$ cat src/rtl/iopb_pkg.sv
package iopb_pkg;
  // Bidirectional groups: value at base + n*stride, direction at +ctrl offset
  localparam int GP_BASE     = 'h00;
  localparam int GP_STRIDE   = 'h08;
  localparam int GP_CTRL_OFS = 'h04;
  // Remaining registers
  localparam int A_IN_F      = 'h28;
  localparam int A_OUT_G     = 'h2C;
  localparam int A_DAC_WORD  = 'h30;
  localparam int A_DAC_CFG   = 'h34;
  localparam int A_IRQ_CTRL  = 'h38;
  localparam int A_IRQ_FLAG  = 'h39;
endpackage

$ cat src/rtl/iopb_rst_sync.sv
module iopb_rst_sync (
  input  logic clk,
  input  logic rst_n,
  output logic rst_sync_n
);
  logic stage1_q;
  logic stage2_q;

  always_ff @(posedge clk or negedge rst_n) begin
    if (!rst_n) begin
      stage1_q <= 1'b0;
      stage2_q <= 1'b0;
    end else begin
      stage1_q <= 1'b1;
      stage2_q <= stage1_q;
    end
  end

  assign rst_sync_n = stage2_q;
endmodule

$ cat src/rtl/iopb_decode.sv
module iopb_decode #(
  parameter int ADDR_W = 8,
  parameter int GP_NUM = 5
) (
  input  logic [ADDR_W-1:0] addr,
  output logic [GP_NUM-1:0] sel_gp_val,
  output logic [GP_NUM-1:0] sel_gp_dir,
  output logic              sel_in_f,
  output logic              sel_out_g,
  output logic              sel_dac_word,
  output logic              sel_dac_cfg,
  output logic              sel_irq_ctrl,
  output logic              sel_irq_flag,
  output logic              sel_mapped
);
  import iopb_pkg::*;

  for (genvar n = 0; n < GP_NUM; n++) begin : g_gp_dec
    assign sel_gp_val[n] = (addr == ADDR_W'(GP_BASE + n * GP_STRIDE));
    assign sel_gp_dir[n] = (addr == ADDR_W'(GP_BASE + n * GP_STRIDE + GP_CTRL_OFS));
  end

  assign sel_in_f     = (addr == ADDR_W'(A_IN_F));
  assign sel_out_g    = (addr == ADDR_W'(A_OUT_G));
  assign sel_dac_word = (addr == ADDR_W'(A_DAC_WORD));
  assign sel_dac_cfg  = (addr == ADDR_W'(A_DAC_CFG));
  assign sel_irq_ctrl = (addr == ADDR_W'(A_IRQ_CTRL));
  assign sel_irq_flag = (addr == ADDR_W'(A_IRQ_FLAG));

  assign sel_mapped = (|sel_gp_val) | (|sel_gp_dir) | sel_in_f | sel_out_g |
                      sel_dac_word | sel_dac_cfg | sel_irq_ctrl | sel_irq_flag;

  // at most one register selected for any address
  always_comb begin
    sel_unique_chk: assert ($onehot0({sel_gp_val, sel_gp_dir, sel_in_f, sel_out_g,
                                      sel_dac_word, sel_dac_cfg, sel_irq_ctrl,
                                      sel_irq_flag}));
  end
endmodule

$ cat src/rtl/iopb_gpio_port.sv
module iopb_gpio_port #(
  parameter int W = 8
) (
  input  logic         clk,
  input  logic         rst_n,
  input  logic         val_we,
  input  logic         dir_we,
  input  logic [W-1:0] wr_val,
  input  logic [W-1:0] pin_in,
  output logic [W-1:0] pin_out,
  output logic [W-1:0] pin_oe,
  output logic [W-1:0] rd_val,
  output logic [W-1:0] rd_dir
);
  logic [W-1:0] val_q, val_d;
  logic [W-1:0] dir_q, dir_d;

  always_comb begin
    val_d = val_q;
    if (val_we) val_d = wr_val;
    dir_d = dir_q;
    if (dir_we) dir_d = wr_val;
  end

  // Value register carries no reset term
  always_ff @(posedge clk) begin
    val_q <= val_d;
  end

  always_ff @(posedge clk or negedge rst_n) begin
    if (!rst_n) dir_q <= '0;
    else        dir_q <= dir_d;
  end

  assign pin_out = val_q;
  assign pin_oe  = dir_q;
  assign rd_val  = (pin_in & ~dir_q) | (val_q & dir_q);
  assign rd_dir  = dir_q;


  dir_write_oe_chk: assert property (@(posedge clk) disable iff (!rst_n)
    dir_we |=> (pin_oe == $past(wr_val)));


  dir_hold_oe_chk: assert property (@(posedge clk) disable iff (!rst_n)
    !dir_we |=> $stable(pin_oe));
endmodule

$ cat src/rtl/iopb_reg.sv
module iopb_reg #(
  parameter int W = 16
) (
  input  logic         clk,
  input  logic         rst_n,
  input  logic         we,
  input  logic [W-1:0] wr_val,
  output logic [W-1:0] q
);
  logic [W-1:0] d;

  always_comb begin
    d = q;
    if (we) d = wr_val;
  end

  always_ff @(posedge clk or negedge rst_n) begin
    if (!rst_n) q <= '0;
    else        q <= d;
  end
endmodule

$ cat src/rtl/io_port_bank.sv
module io_port_bank #(
  parameter int ADDR_W   = 8,
  parameter int BUS_W    = 16,
  parameter int GP_NUM   = 5,
  parameter int GP_W     = 8,
  parameter int IN_W     = 8,
  parameter int DACCFG_W = 4,
  parameter int FLAG_W   = 8
) (
  input  logic                   clk,
  input  logic                   rst_n,
  input  logic [ADDR_W-1:0]      io_addr,
  input  logic                   io_wr,
  input  logic                   io_rd,
  input  logic [BUS_W-1:0]       io_wdata,
  output logic [BUS_W-1:0]       io_rdata,
  input  logic [GP_NUM*GP_W-1:0] gp_pin_in,
  output logic [GP_NUM*GP_W-1:0] gp_pin_out,
  output logic [GP_NUM*GP_W-1:0] gp_pin_oe,
  input  logic [IN_W-1:0]        in_f_pins,
  output logic [BUS_W-1:0]       out_g,
  output logic [BUS_W-1:0]       dac_word,
  output logic [DACCFG_W-1:0]    dac_cfg,
  output logic [BUS_W-1:0]       irq_gen_ctrl,
  output logic [FLAG_W-1:0]      irq_flags
);
  logic rst_sync_n;
  logic wr_ok;

  logic [GP_NUM-1:0] sel_gp_val, sel_gp_dir;
  logic sel_in_f, sel_out_g, sel_dac_word, sel_dac_cfg;
  logic sel_irq_ctrl, sel_irq_flag, sel_mapped;

  logic [GP_W-1:0] gp_rd_val [GP_NUM];
  logic [GP_W-1:0] gp_rd_dir [GP_NUM];

  logic [FLAG_W-1:0] flag_q, flag_d;
  logic [BUS_W-1:0]  rd_mux;
  logic [BUS_W-1:0]  rdata_d;

  iopb_rst_sync u_rst_sync (
    .clk        (clk),
    .rst_n      (rst_n),
    .rst_sync_n (rst_sync_n)
  );

  iopb_decode #(.ADDR_W(ADDR_W), .GP_NUM(GP_NUM)) u_decode (
    .addr         (io_addr),
    .sel_gp_val   (sel_gp_val),
    .sel_gp_dir   (sel_gp_dir),
    .sel_in_f     (sel_in_f),
    .sel_out_g    (sel_out_g),
    .sel_dac_word (sel_dac_word),
    .sel_dac_cfg  (sel_dac_cfg),
    .sel_irq_ctrl (sel_irq_ctrl),
    .sel_irq_flag (sel_irq_flag),
    .sel_mapped   (sel_mapped)
  );

  // Writes are blocked while the synchronized reset is held
  assign wr_ok = io_wr & rst_sync_n;

  for (genvar n = 0; n < GP_NUM; n++) begin : g_gp
    iopb_gpio_port #(.W(GP_W)) u_port (
      .clk     (clk),
      .rst_n   (rst_sync_n),
      .val_we  (wr_ok & sel_gp_val[n]),
      .dir_we  (wr_ok & sel_gp_dir[n]),
      .wr_val  (io_wdata[GP_W-1:0]),
      .pin_in  (gp_pin_in[n*GP_W +: GP_W]),
      .pin_out (gp_pin_out[n*GP_W +: GP_W]),
      .pin_oe  (gp_pin_oe[n*GP_W +: GP_W]),
      .rd_val  (gp_rd_val[n]),
      .rd_dir  (gp_rd_dir[n])
    );
  end

  iopb_reg #(.W(BUS_W)) u_out_g (
    .clk (clk), .rst_n (rst_sync_n), .we (wr_ok & sel_out_g),
    .wr_val (io_wdata), .q (out_g)
  );

  iopb_reg #(.W(BUS_W)) u_dac_word (
    .clk (clk), .rst_n (rst_sync_n), .we (wr_ok & sel_dac_word),
    .wr_val (io_wdata), .q (dac_word)
  );

  iopb_reg #(.W(DACCFG_W)) u_dac_cfg (
    .clk (clk), .rst_n (rst_sync_n), .we (wr_ok & sel_dac_cfg),
    .wr_val (io_wdata[DACCFG_W-1:0]), .q (dac_cfg)
  );

  iopb_reg #(.W(BUS_W)) u_irq_ctrl (
    .clk (clk), .rst_n (rst_sync_n), .we (wr_ok & sel_irq_ctrl),
    .wr_val (io_wdata), .q (irq_gen_ctrl)
  );

  // Flag byte: no reset term, contents survive reset
  always_comb begin
    flag_d = flag_q;
    if (wr_ok && sel_irq_flag) flag_d = io_wdata[FLAG_W-1:0];
  end

  always_ff @(posedge clk) begin
    flag_q <= flag_d;
  end

  assign irq_flags = flag_q;

  // Read selection: unselected sources contribute zero
  always_comb begin
    rd_mux = '0;
    for (int n = 0; n < GP_NUM; n++) begin
      if (sel_gp_val[n]) rd_mux = rd_mux | BUS_W'(gp_rd_val[n]);
      if (sel_gp_dir[n]) rd_mux = rd_mux | BUS_W'(gp_rd_dir[n]);
    end
    if (sel_in_f)     rd_mux = rd_mux | BUS_W'(in_f_pins);
    if (sel_out_g)    rd_mux = rd_mux | out_g;
    if (sel_dac_cfg)  rd_mux = rd_mux | BUS_W'(dac_cfg);
    if (sel_irq_ctrl) rd_mux = rd_mux | irq_gen_ctrl;
    if (sel_irq_flag) rd_mux = rd_mux | BUS_W'(flag_q);
  end

  assign rdata_d = io_rd ? rd_mux : '0;

  always_ff @(posedge clk or negedge rst_sync_n) begin
    if (!rst_sync_n) io_rdata <= '0;
    else             io_rdata <= rdata_d;
  end


  narrow_read_zext_chk: assert property (@(posedge clk) disable iff (!rst_sync_n)
    (io_rd && ((|sel_gp_val) || (|sel_gp_dir) || sel_in_f || sel_irq_flag))
      |=> (io_rdata[BUS_W-1:GP_W] == '0));


  cfg_read_zext_chk: assert property (@(posedge clk) disable iff (!rst_sync_n)
    (io_rd && sel_dac_cfg) |=> (io_rdata[BUS_W-1:DACCFG_W] == '0));


  dac_word_read_zero_chk: assert property (@(posedge clk) disable iff (!rst_sync_n)
    (io_rd && sel_dac_word) |=> (io_rdata == '0));


  unmapped_read_zero_chk: assert property (@(posedge clk) disable iff (!rst_sync_n)
    (io_rd && !sel_mapped) |=> (io_rdata == '0));


  idle_rdata_zero_chk: assert property (@(posedge clk) disable iff (!rst_sync_n)
    !io_rd |=> (io_rdata == '0));


  flag_write_chk: assert property (@(posedge clk) disable iff (!rst_sync_n)
    (io_wr && sel_irq_flag) |=> (irq_flags == $past(io_wdata[FLAG_W-1:0])));
endmodule

$ cat config.mk
export PLATFORM = sky130hd
export DESIGN_NAME = io_port_bank
export DESIGN_NICKNAME = d
export VERILOG_FILES = /design/src/rtl/iopb_pkg.sv /design/src/rtl/iopb_rst_sync.sv /design/src/rtl/iopb_decode.sv /design/src/rtl/iopb_gpio_port.sv /design/src/rtl/iopb_reg.sv /design/src/rtl/io_port_bank.sv
export SDC_FILE = /design/constraint.sdc
export NUM_CORES = 1
export LEC_CHECK = 0
export BUFFER_PORTS_ARGS = -buffer_cell sky130_fd_sc_hd__buf_2
export CORE_MARGIN = 5
export CORE_UTILIZATION = 25
export CTS_CLUSTER_DIAMETER = 60
export DETAILED_ROUTE_END_ITERATION = 16
export PLACE_DENSITY = 0.46
export SETUP_SLACK_MARGIN = 0.1
export SLEW_MARGIN = 30
export SYNTH_ARGS = -nofsm -noshare
export SYNTH_HDL_FRONTEND = slang
export SYNTH_HIERARCHICAL = 1
export SYNTH_SLANG_ARGS = --single-unit
$ cat constraint.sdc
create_clock -name clk -period 9.5 [get_ports clk]
set_input_delay 0.475 -clock clk [delete_from_list [all_inputs] [get_ports clk]]
set_output_delay 0.475 -clock clk [all_outputs]
set_load 0.02 [all_outputs]
Word-level counts from Yosys, hierarchy flattened
Index checks and enable logic that the tools add are counted.
- input port bits: 76
- register bits after elaboration: 158
- output and inout port bits: 156
- equal/unequal tests: 15
- multiplexer cells: 16
- reduce and logical (&&, ||, !) cells: 2
- bitwise gates (word level): 49
- operators with widths (cell ; number):
    $mux W16 ; 15
    $or A16 B8 Y16 ; 11
    $and A8 B8 Y8 ; 10
    $eq A8 B6 Y1 const B ; 8
    $not A8 Y8 ; 5
    $or A8 B8 Y8 ; 5
    $eq A8 B5 Y1 const B ; 4
    $or A16 B16 Y16 ; 2
    $eq A8 B4 Y1 const B ; 2
    $or A16 B4 Y16 ; 1
    $and A1 B1 Y1 ; 15
    $eq A8 B3 Y1 const B ; 1
    $logic_not A8 Y1 ; 1
    $mux W8 ; 1
    $logic_and A1 B1 Y1 ; 1

Longest topological paths before layout
Gate-level depths: netlist (run 1).
- word-level depth: 33
- depth in mapped cells: 8
- mapped depth without buffers: 5

Modules after synthesis
The synthesis (run 1) kept the hierarchy.
- modules (own cells, without submodules) (module ; times used ; cells an instance ; area an instance (um2)):
    iopb_gpio_port ; 5 ; 41 ; 721.9
    iopb_reg at u_dac_word ... ; 3 ; 34 ; 649.4
    io_port_bank ; 1 ; 158 ; 1547.7
    iopb_decode ; 1 ; 29 ; 198.9
    iopb_reg at u_dac_cfg ; 1 ; 8 ; 145.1
    iopb_rst_sync ; 1 ; 3 ; 53.8

Worst setup path after synthesis (run 1)
OpenSTA, ideal clock, no wires.
- path type: register to register
- start: register u_rst_sync.stage2_q, in the netlist u_rst_sync/rst_sync_n
- end: register u_irq_ctrl.q[10]
- cell stages (with the launch flop): 6
- arrival time: 3.729 ns
- required time: 9.375 ns
- slack: 5.646 ns
- clock period less this slack: 3.854 ns
- buffers on the path: 3
- path through: dfrtp_1 -> clkbuf_1 -> and3_1 -> buf_6 -> buf_12 -> mux2_4
- longest elaborated chain between the ends: 2
- RTL lines (what ; line ; source):
    start: declaration ; iopb_rst_sync.sv:7 ; logic stage2_q;
    start signal: assignment ; iopb_rst_sync.sv:15 ; stage2_q <= stage1_q;
    $and A1 B1 Y1 ; io_port_bank.sv:61 ; assign wr_ok = io_wr & rst_sync_n;
    $and A1 B1 Y1 ; io_port_bank.sv:94 ; .clk (clk), .rst_n (rst_sync_n), .we (wr_ok & sel_irq_ctrl),
    end signal: assignment ; iopb_reg.sv:18 ; if (!rst_n) q <= '0;
    end signal: assignment ; iopb_reg.sv:19 ; else q <= d;
    end: declaration ; iopb_reg.sv:8 ; output logic [W-1:0] q
No other way between the ends.
A chain may end at the register's enable or synchronous reset.

Worst setup path in the final report (run 1)
- start: input port io_addr[5]
- end: register g_gp[2].u_port.dir_q[6]
- longest elaborated chain between the ends: 2
- RTL lines (what ; line ; source):
    start: declaration ; io_port_bank.sv:12 ; input logic [ADDR_W-1:0] io_addr,
    $eq A8 B5 Y1 ; iopb_decode.sv:20 ; assign sel_gp_dir[n] = (addr == ADDR_W'(GP_BASE + n * GP_STRIDE + GP_CTRL_OFS));
    named net sel_gp_dir[2] ; io_port_bank.sv:30 ; logic [GP_NUM-1:0] sel_gp_val, sel_gp_dir;
    $and A1 B1 Y1 ; io_port_bank.sv:68 ; .dir_we (wr_ok & sel_gp_dir[n]),
    end signal: assignment ; iopb_gpio_port.sv:32 ; else dir_q <= dir_d;
    end: declaration ; iopb_gpio_port.sv:16 ; logic [W-1:0] dir_q, dir_d;
The timed path passes the listed nets, and every way through them passes these cells.

==> results of run 1 <==
==> power by group <==
| part | switching [µW] | internal, µW |
|---|---|---|
| Sequential | 15.2 | 712 |
| Combinational | 55.9 | 43.5 |
| Clock | 299 | 390 |
| Total | 370 | 1150 |
==> worst max-delay path, cell delays in order <==
cell    delay, ns
buf_2        0.12
or4b_4       0.57
nor2_1       0.65
and3_1       0.67
mux2_4       0.35
==> per-layer routing <==
layer / track usage, % / wire length, µm / vias to the layer above
met3: 3.987 / 1638 / 18
li1: - / - / 2229
met5: 0 / 13 / -
met1: 20.14 / 11380 / 2567
met4: 3.754 / 318 / 2
met2: 24.37 / 12280 / 182
==> layout make-up <==
class | instances | area (µm²) | share of cell area (%)
Tap cell | 390 | 488.0 | 5.279
Sequential cell | 158 | 4198 | 45.41
Clock inverter | 12 | 137.6 | 1.489
Multi-Input combinational cell | 273 | 2730 | 29.53
Timing Repair Buffer | 242 | 1254 | 13.56
Clock buffer | 20 | 436.7 | 4.724
==> sequential cells by signal, summed over array words and instances, names as in the netlist <==
signal,cells
u_irq_ctrl/q,16
u_rst_sync/rst_sync_n,1
u_rst_sync/stage1_q,1
g_gp.u_port/pin_oe,40
io_rdata,16
irq_flags,8
g_gp.u_port/pin_out,40
u_out_g/q,16
u_dac_cfg/q,4
u_dac_word/q,16
==> path summary, 6_finish.rpt <==
path	start	end	slack [ns]	cells past startpoint
setup / recovery	io_addr[5]	g_gp[2].u_port/pin_oe[6]	6.97	5
setup reg to reg	u_rst_sync/rst_sync_n	u_dac_cfg/q[3]	7.18	3
hold reg to reg	u_rst_sync/rst_sync_n	io_rdata[1]	0.31	0
max in group asynchronous	u_rst_sync/rst_sync_n	u_dac_word/q[5]	8.06	1
min in group clk	io_wdata[11]	u_dac_word/q[11]	0.31	2
hold / removal	u_rst_sync/rst_sync_n	io_rdata[1]	0.31	0
==> through the flow <==
step                      total power (µW)  hold WS [ns]  cell area (µm²)  std cells  worst slack [ns]
final                                 1515        0.3077             9244       1095             6.974
after global placement               840.1        0.2622             8635       1061             6.383
after global routing                  1572        0.2926             9244       1095             6.926
after detailed placement             840.7        0.2665             8637       1061             6.520
after floorplan                      789.8        0.1794             7476        501             5.646
after CTS                             1534        0.2881             9221       1094             6.778
==> impl_results.md, run 1 <==
* Final total negative setup slack at 0 ns
* Starting DRC count in detailed routing at 308
* Number of failing hold endpoints at the final stage at 0
* Most common cell after layout, fill and taps aside: buf_2
* Clock Sinks at roughly 160
* CTS Hold Bufs at 1
* Most frequent cells in the layout: buf_2 (231), dfrtp_1 (109), mux2_4 (70)
* Resized cells post-CTS at 0
* Max-slew violation count at 0
* Maximum number of pins on one net before global-route repair at 70
* Final cell utilization of the core at between 30% and 40%
* RSZ-0062 raised after global routing: no
* Average detailed-routed wire length per instance at 23.41 µm
* Via Count at between 4,000 and 5,000
* Peak VDD IR at 86.23 µV
* Final clock period utilization by the worst path at roughly a quarter
* Global-route usage over all layers at ~15%
* Total of max-cap violations at 0
* Area of the mapped netlist at roughly 7500 µm²
* Global placer's final weighted congestion at ~0.75
* Total iterations of the first detailed-routing run at 5
* Required time of the critical path at around 9.8 ns
* Area growth from synthesis to layout at 23.65%
* CTS tree: built
* Result of the run: complete, no violations
* Standard cell core area at between 20,000 and 30,000 µm²
* Rel. slew slack at a little under two fifths
* Number of global-route vias before repair at between 5,000 and 6,000
* Worst setup path category: in2reg
* Final setup violating endpoints at 0
* Post-layout net count at approximately 770
* CTS clock-pin slew for the worst setup and hold paths at 0.07 ns
* DR vias/cell at approximately 4.6
* Half-perimeter wire length after placement at between 15,000 and 20,000 µm
* Antenna violations before repair at 1
* Post-route minimum period at around 2.5 ns
* Cells after synthesis at between 500 and 600
* Chip height at 182.9 µm
* Number of warnings reported in the yosys synthesis log at 6
* Clock insertion delay at the later pin of the skew report at about 0.43 ns
* Antenna violation net count after detailed routing at 0
* Synthesized area per cell at ~15 µm²
* Net Count, Synth at 577
* Wire length after detailed routing at ~26,000 µm
* Wire length of the first global-routing pass at around 37,000 µm
* Fraction of final layout cells sized beyond drive strength 1 at roughly three fifths
* Clock Tree Buf Depth at 2
* Count of buffers from port buffering at approximately 230
* Die Span X at roughly 180 µm
* Std-Cell Rows at 63
* Layout fillers at just over 3,000
* Num ports at around 230
* Arrival time at the worst endpoint at about 2.8 ns
* Highest net fanout along the worst path at 9
* Diodes inserted at 0
* DRC violations left at 0
* Initial standard-cell utilization of the core at 25.29%
* TritonCTS Buffers at 17
* Worst slew pin tran at around 0.93 ns
* Crit. End Element: flip-flop
* Sum of overflow across all layers after global routing at 0
* Max Clk Rate at approximately 0.40 GHz
* Sort of element at the start of the critical path: primary input
* Type of the tightest min-delay check: reg2async
* Skew final at between 0.009 and 0.01 ns
* H-Tree Depth at 4
* Floorplan die area at around 33,000 µm²
* Clock root cell: clkbuf_16
* Power density relative to cell area at between 150 and 200 nW/µm²
* Post CTS Setup Buffer Count at 0
* Leakage at 0.004388 µW
No activity file was read; power rests on OpenSTA's default activity.
==> inputs of run 2 (changes only) <==
==> constraint.sdc (replaced) <==
create_clock -name clk -period 2.6 [get_ports clk]
set_input_delay 0.13 -clock clk [delete_from_list [all_inputs] [get_ports clk]]
set_output_delay 0.13 -clock clk [all_outputs]
set_load 0.02 [all_outputs]
==> impl_results.md, run 2 (synthesized netlist as in run 1, its figures left out) <==
* Std-Cell Rows at 63
* Final Worst Setup Slack at about 0.73 ns
* Crit. End Element: flip-flop
* Post-layout net count at 791
* Area growth from synthesis to layout at 26.64%
* Chip height at 182.9 µm
* Post-placement worst setup slack at 0.3579 ns
* Fraction of final layout cells sized beyond drive strength 1 at between 50% and 60%
* Final total negative setup slack at 0 ns
* Half-perimeter wire length after placement at approximately 19,000 µm
* Post-route minimum period at roughly 1.9 ns
* Total non-filler cell area in the finished layout at around 9500 µm²
* Power density relative to cell area at between 500 and 600 nW/µm²
* Num ports at ~230
* Peak VDD IR at roughly 440 µV
* Total of max-cap violations at 0
* Maximum number of pins on one net before global-route repair at 53
* Critical Path, Cell by Cell: buf_4 > and3_1 > buf_4 > mux2_2
* Final setup violating endpoints at 0
* CTS clock-pin slew for the worst setup and hold paths at 0.07 ns
* Most frequent cells in the layout: buf_2 (231), dfrtp_1 (109), mux2_4 (70)
* Worst setup path category: reg2reg
* Final cell utilization of the core at approximately 32%
* Average detailed-routed wire length per instance at about 23 µm
* Clock Sinks at between 150 and 200
* Global placer's final weighted congestion at 0.7386
* Cell type with the highest occurrence count on the critical path: buf_4
* Wire length of the first global-routing pass at 37,000 µm
* DR vias/cell at 4.461
* CTS tree: built
* Sort of element at the start of the critical path: flip-flop
* Arrival time at the worst endpoint at around 2.2 ns
* Rel. slew slack at 52.46%
* Total iterations of the first detailed-routing run at 4
* Final clock period utilization by the worst path at between 70 and 80%
* Clock root cell: clkbuf_16
* Required time of the critical path at around 2.9 ns
* Antenna violations before repair at 2
* Clock insertion delay at the later pin of the skew report at 0.42 ns
* Max-slew violation count at 0
* Total power at 5606 µW
* Type of the tightest min-delay check: in2reg
* RSZ-0062 raised after global routing: no
* Leakage at ~0.0045 µW
* Post CTS Setup Buffer Count at 0
* H-Tree Depth at 4
* Highest net fanout along the worst path at 16
* Result of the run: complete, no violations
* Layout fillers at between 3,000 and 4,000
* Sum of overflow across all layers after global routing at 0
* Number of global-route vias before repair at about 5,300
* Placement-stage cell area at 8772 µm²
* Delay of the slowest cell on the worst path at roughly 0.56 ns
* DRC violations left at 0
* Via Count at between 4,000 and 5,000
* Diodes inserted at 0
* TritonCTS Buffers at 17
* Clock Tree Buf Depth at 2
* Standard cell core area at between 20,000 and 30,000 µm²
* Number of failing hold endpoints at the final stage at 0
* Floorplan die area at between 30,000 and 40,000 µm²
* Critical-path top delay cell: dfrtp_4
* Worst slew pin tran at between 0.7 and 0.8 ns
* Most common cell after layout, fill and taps aside: buf_2
* Die Span X at between 150 and 200 µm
* Skew final at 0.008595 ns
* Starting DRC count in detailed routing at ~190
* Count of buffers from port buffering at roughly 230
* Wire length after detailed routing at 25,870 µm
* Initial standard-cell utilization of the core at ~25%
* Global-route usage over all layers at between 10% and 20%
* Max Clk Rate at ~0.53 GHz
* Antenna violation net count after detailed routing at 0
run 2: worst paths after layout:
path / start / to / slack [ns] / depth (start not counted)
setup / recovery: u_rst_sync/rst_sync_n / u_out_g/q[13] / 0.73 / 4
hold / removal: in_f_pins[6] / io_rdata[6] / 0.12 / 4
setup reg to reg: u_rst_sync/rst_sync_n / u_out_g/q[13] / 0.73 / 4
hold reg to reg: u_rst_sync/rst_sync_n / io_rdata[0] / 0.20 / 0
max in group asynchronous: u_rst_sync/rst_sync_n / u_irq_ctrl/q[5] / 1.42 / 1
min in group asynchronous: u_rst_sync/rst_sync_n / io_rdata[0] / 0.20 / 0
run 2: report_power, final:
group / total, µW / switching [µW] / internal (µW) / leakage (µW)
Combinational: 381 / 212 / 169 / 0.00229
Sequential: 2650 / 47.3 / 2600 / 0.00195
Clock: 2580 / 1120 / 1460 / 0.000274
Total: 5610 / 1380 / 4230 / 0.00451
run 2: per-layer routing:
metal | share of wire, % | track usage, % | vias up
li1 | - | - | 2277
met1 | 45 | 20.38 | 2537
met2 | 48 | 24.99 | 155
met3 | 5.8 | 3.530 | 16
met4 | 0.88 | 2.861 | 2
met5 | 0.050 | 0 | -
run 2: through the flow:
| step | instances | hold slack (ns) |
|---|---|---|
| global route | 1118 | 0.1024 |
| detailed placement | 1076 | -0.07977 |
| global placement | 1076 | -0.08242 |
| CTS | 1118 | 0.09214 |
| floorplan | 501 | -0.1656 |
| finish | 1118 | 0.1199 |
run 2: timing repair:
action / CTS / global route
hold buffers: 10 / 0
endpoints found under the hold margin: 26 / 0
resized for setup: 0 / 0
run 2: critical path: cells and delay by family (launching register included):
kind	cells	cell delay, ns
buf+inv	2	0.60
flops	1	0.56
mux	1	0.38
simple gates	1	0.19
run 2: layout make-up:
type,instances,area [µm²],area share (%)
flip-flops and latches,158,4198,44.34
multi-input cells,273,2725,28.78
repair buffers,265,1461,15.44
well taps,390,488.0,5.154
clock buffers,18,439.2,4.639
clock inverters,14,156.4,1.652
==> inputs of run 3 (changes only) <==
--- a/config.mk
+++ b/config.mk
@@ -10,7 +10,7 @@
 export CORE_UTILIZATION = 25
 export CTS_CLUSTER_DIAMETER = 60
 export DETAILED_ROUTE_END_ITERATION = 16
-export PLACE_DENSITY = 0.46
+export PLACE_DENSITY = 0.47
 export SETUP_SLACK_MARGIN = 0.1
 export SLEW_MARGIN = 30
 export SYNTH_ARGS = -nofsm -noshare
==> constraint.sdc (replaced) <==
create_clock -name clk -period 1.7 [get_ports clk]
set_input_delay 0.085 -clock clk [delete_from_list [all_inputs] [get_ports clk]]
set_output_delay 0.085 -clock clk [all_outputs]
set_load 0.02 [all_outputs]
==> impl_results.md, run 3 (synthesized netlist as in run 1, its figures left out) <==
* Standard cell core area at between 20,000 and 30,000 µm²
* RSZ-0062 raised after global routing: yes
* Most common cell after layout, fill and taps aside: buf_2
* Clock Tree Buf Depth at 2
* Count of buffers from port buffering at around 230
* Max Clk Rate at around 0.60 GHz
* Leakage at between 0.004 and 0.005 µW
* Total of max-cap violations at 0
* Max-slew violation count at 0
* P_sw at roughly 2100 µW
* Required time of the critical path at between 2 and 2.5 ns
* Arrival time at the worst endpoint at between 1.5 and 2 ns
* Total power at 8268 µW
* DR vias/cell at 4.475
* Peak VDD IR at between 300 and 400 µV
* Sequential fraction of design power at between 40 and 50%
* Skew final at between 0.01 and 0.015 ns
* Result of the run: complete, no violations
* Chip height at roughly 180 µm
* DRC violations left at 0
* Fraction of final layout cells sized beyond drive strength 1 at a little over three fifths
* Number of global-route vias before repair at 5,729
* Placed instance count at between 1,000 and 1,500
* Clock group share of total power at approximately 43%
* Sort of element at the start of the critical path: flip-flop
* Crit. End Element: flip-flop
* Antenna violation net count after detailed routing at 0
* Post-layout net count at 849
* Global placer's final weighted congestion at about 0.80
* Antenna violations before repair at 1
* H-Tree Depth at 4
* Starting DRC count in detailed routing at 232
* CTS clock-pin slew for the worst setup and hold paths at ~0.070 ns
* Clock insertion delay at the later pin of the skew report at about 0.42 ns
* Cell internal power dissipation at approximately 6000 µW
* Global-route usage over all layers at between 10% and 20%
* Type of the tightest min-delay check: in2reg
* Final clock period utilization by the worst path at between 90% and 100%
* TritonCTS Buffers at 17
* Buf+Inv Stages, Crit Path at 1
* Wire length of the first global-routing pass at approximately 38,000 µm
* Delay of the slowest cell on the worst path at 0.42 ns
* Highest net fanout along the worst path at 2
* Sum of overflow across all layers after global routing at 0
* Final setup violating endpoints at 0
* Most frequent cells in the layout: buf_2 (231), dfrtp_1 (109), mux2_4 (74)
* Cell family contributing the most delay on the critical path: compound AO/OA/AOI/OAI gates
* Worst setup path category: reg2reg
* Critical Path, Cell by Cell: mux2_4 > a222oi_1 > buf_4 > nand3_4 > o21a_1
* Wire length after detailed routing at 26,480 µm
* Average detailed-routed wire length per instance at 22.51 µm
* Clock Sinks at around 160
* Via Count at 5,263
* Non-filler instance count after layout at 1,176
* Floorplan die area at around 33,000 µm²
* Std-Cell Rows at 63
* Die Span X at approximately 180 µm
* Power density relative to cell area at slightly above 800 nW/µm²
* Final cell utilization of the core at 33.88%
* Num ports at ~230
* Area growth from synthesis to layout at 33.94%
* Diodes inserted at 0
* Initial standard-cell utilization of the core at between 20 and 30%
* Half-perimeter wire length after placement at 19,930 µm
* Layout fillers at 2,999
* CTS tree: built
* Maximum number of pins on one net before global-route repair at 77
* Number of failing hold endpoints at the final stage at 0
* Critical-path top delay cell: a222oi_1
* Post-route minimum period at 1.657 ns
* Switching share of power at 25.44%
* Total iterations of the first detailed-routing run at 5
* Final total negative setup slack at 0 ns
* Clock root cell: clkbuf_16
* Proportion of power drawn by combinational gates at about 8%
==> run 3: final timing paths <==
| path | start | to | slack [ns] | depth (start not counted) |
|---|---|---|---|---|
| min in group asynchronous | u_rst_sync/rst_sync_n | g_gp[3].u_port/pin_oe[1] | 0.39 | 1 |
| worst max-delay path | g_gp[3].u_port/pin_oe[1] | io_rdata[1] | 0.04 | 5 |
| worst max register to register | g_gp[3].u_port/pin_oe[1] | io_rdata[1] | 0.04 | 5 |
| max in group asynchronous | u_rst_sync/rst_sync_n | g_gp[4].u_port/pin_oe[5] | 0.62 | 2 |
| worst min-delay path | io_wdata[3] | g_gp[3].u_port/pin_out[3] | 0.09 | 1 |
| worst min register to register | u_rst_sync/stage1_q | u_rst_sync/rst_sync_n | 0.35 | 0 |
==> run 3: layer usage <==
layer  track usage, %  vias to the layer above  routed length (µm)
met3            3.927                       25                1648
met1            20.16                     2684               11640
li1                 -                     2382                   -
met5                0                        -                  11
met2            25.58                      170               12810
met4            4.350                        2                 367
==> run 3: power by group through the flow <==
stage	clock network [µW]	logic (µW)	registers, µW
CTS	3690	659	4030
global placement	0	627	4110
floorplan	0	204	4210
detailed placement	0	629	4110
global route	3850	704	4040
finish	3580	654	4030
==> run 3: what timing repair did <==
action	in CTS	in global routing
hold buffers	10	0
cloned	0	0
setup buffers	1	1
pin swaps	4	2
endpoints found under the hold margin	26	0
resized for setup	4	5
setup endpoints to repair	26	4
==> run 3: stage by stage <==
step / hold WS [ns] / area, µm² / worst slack, ns
after floorplan: -0.2106 / 7486 / -0.5849
after global placement: -0.1272 / 9311 / -0.2179
after detailed placement: -0.1269 / 9311 / -0.2354
after CTS: 0.06008 / 9983 / 0.03875
after global routing: 0.07175 / 10010 / -0.02145
final: 0.08578 / 10010 / 0.04258
==> run 3: area by class of cell <==
| cell class | instances | area, µm² | area share, % |
|---|---|---|---|
| Sequential cell | 158 | 4198 | 41.92 |
| Clock inverter | 14 | 110.1 | 1.100 |
| Multi-Input combinational cell | 273 | 2775 | 27.71 |
| Timing Repair Buffer | 323 | 2013 | 20.10 |
| Clock buffer | 18 | 429.2 | 4.286 |
| Tap cell | 390 | 488.0 | 4.873 |
==> run 3: worst register-to-register path: stages (launching register included) <==
cell      delay [ns]
dfrtp_1         0.40
mux2_4          0.30
a222oi_1        0.42
buf_4           0.19
nand3_4         0.07
o21a_1          0.18
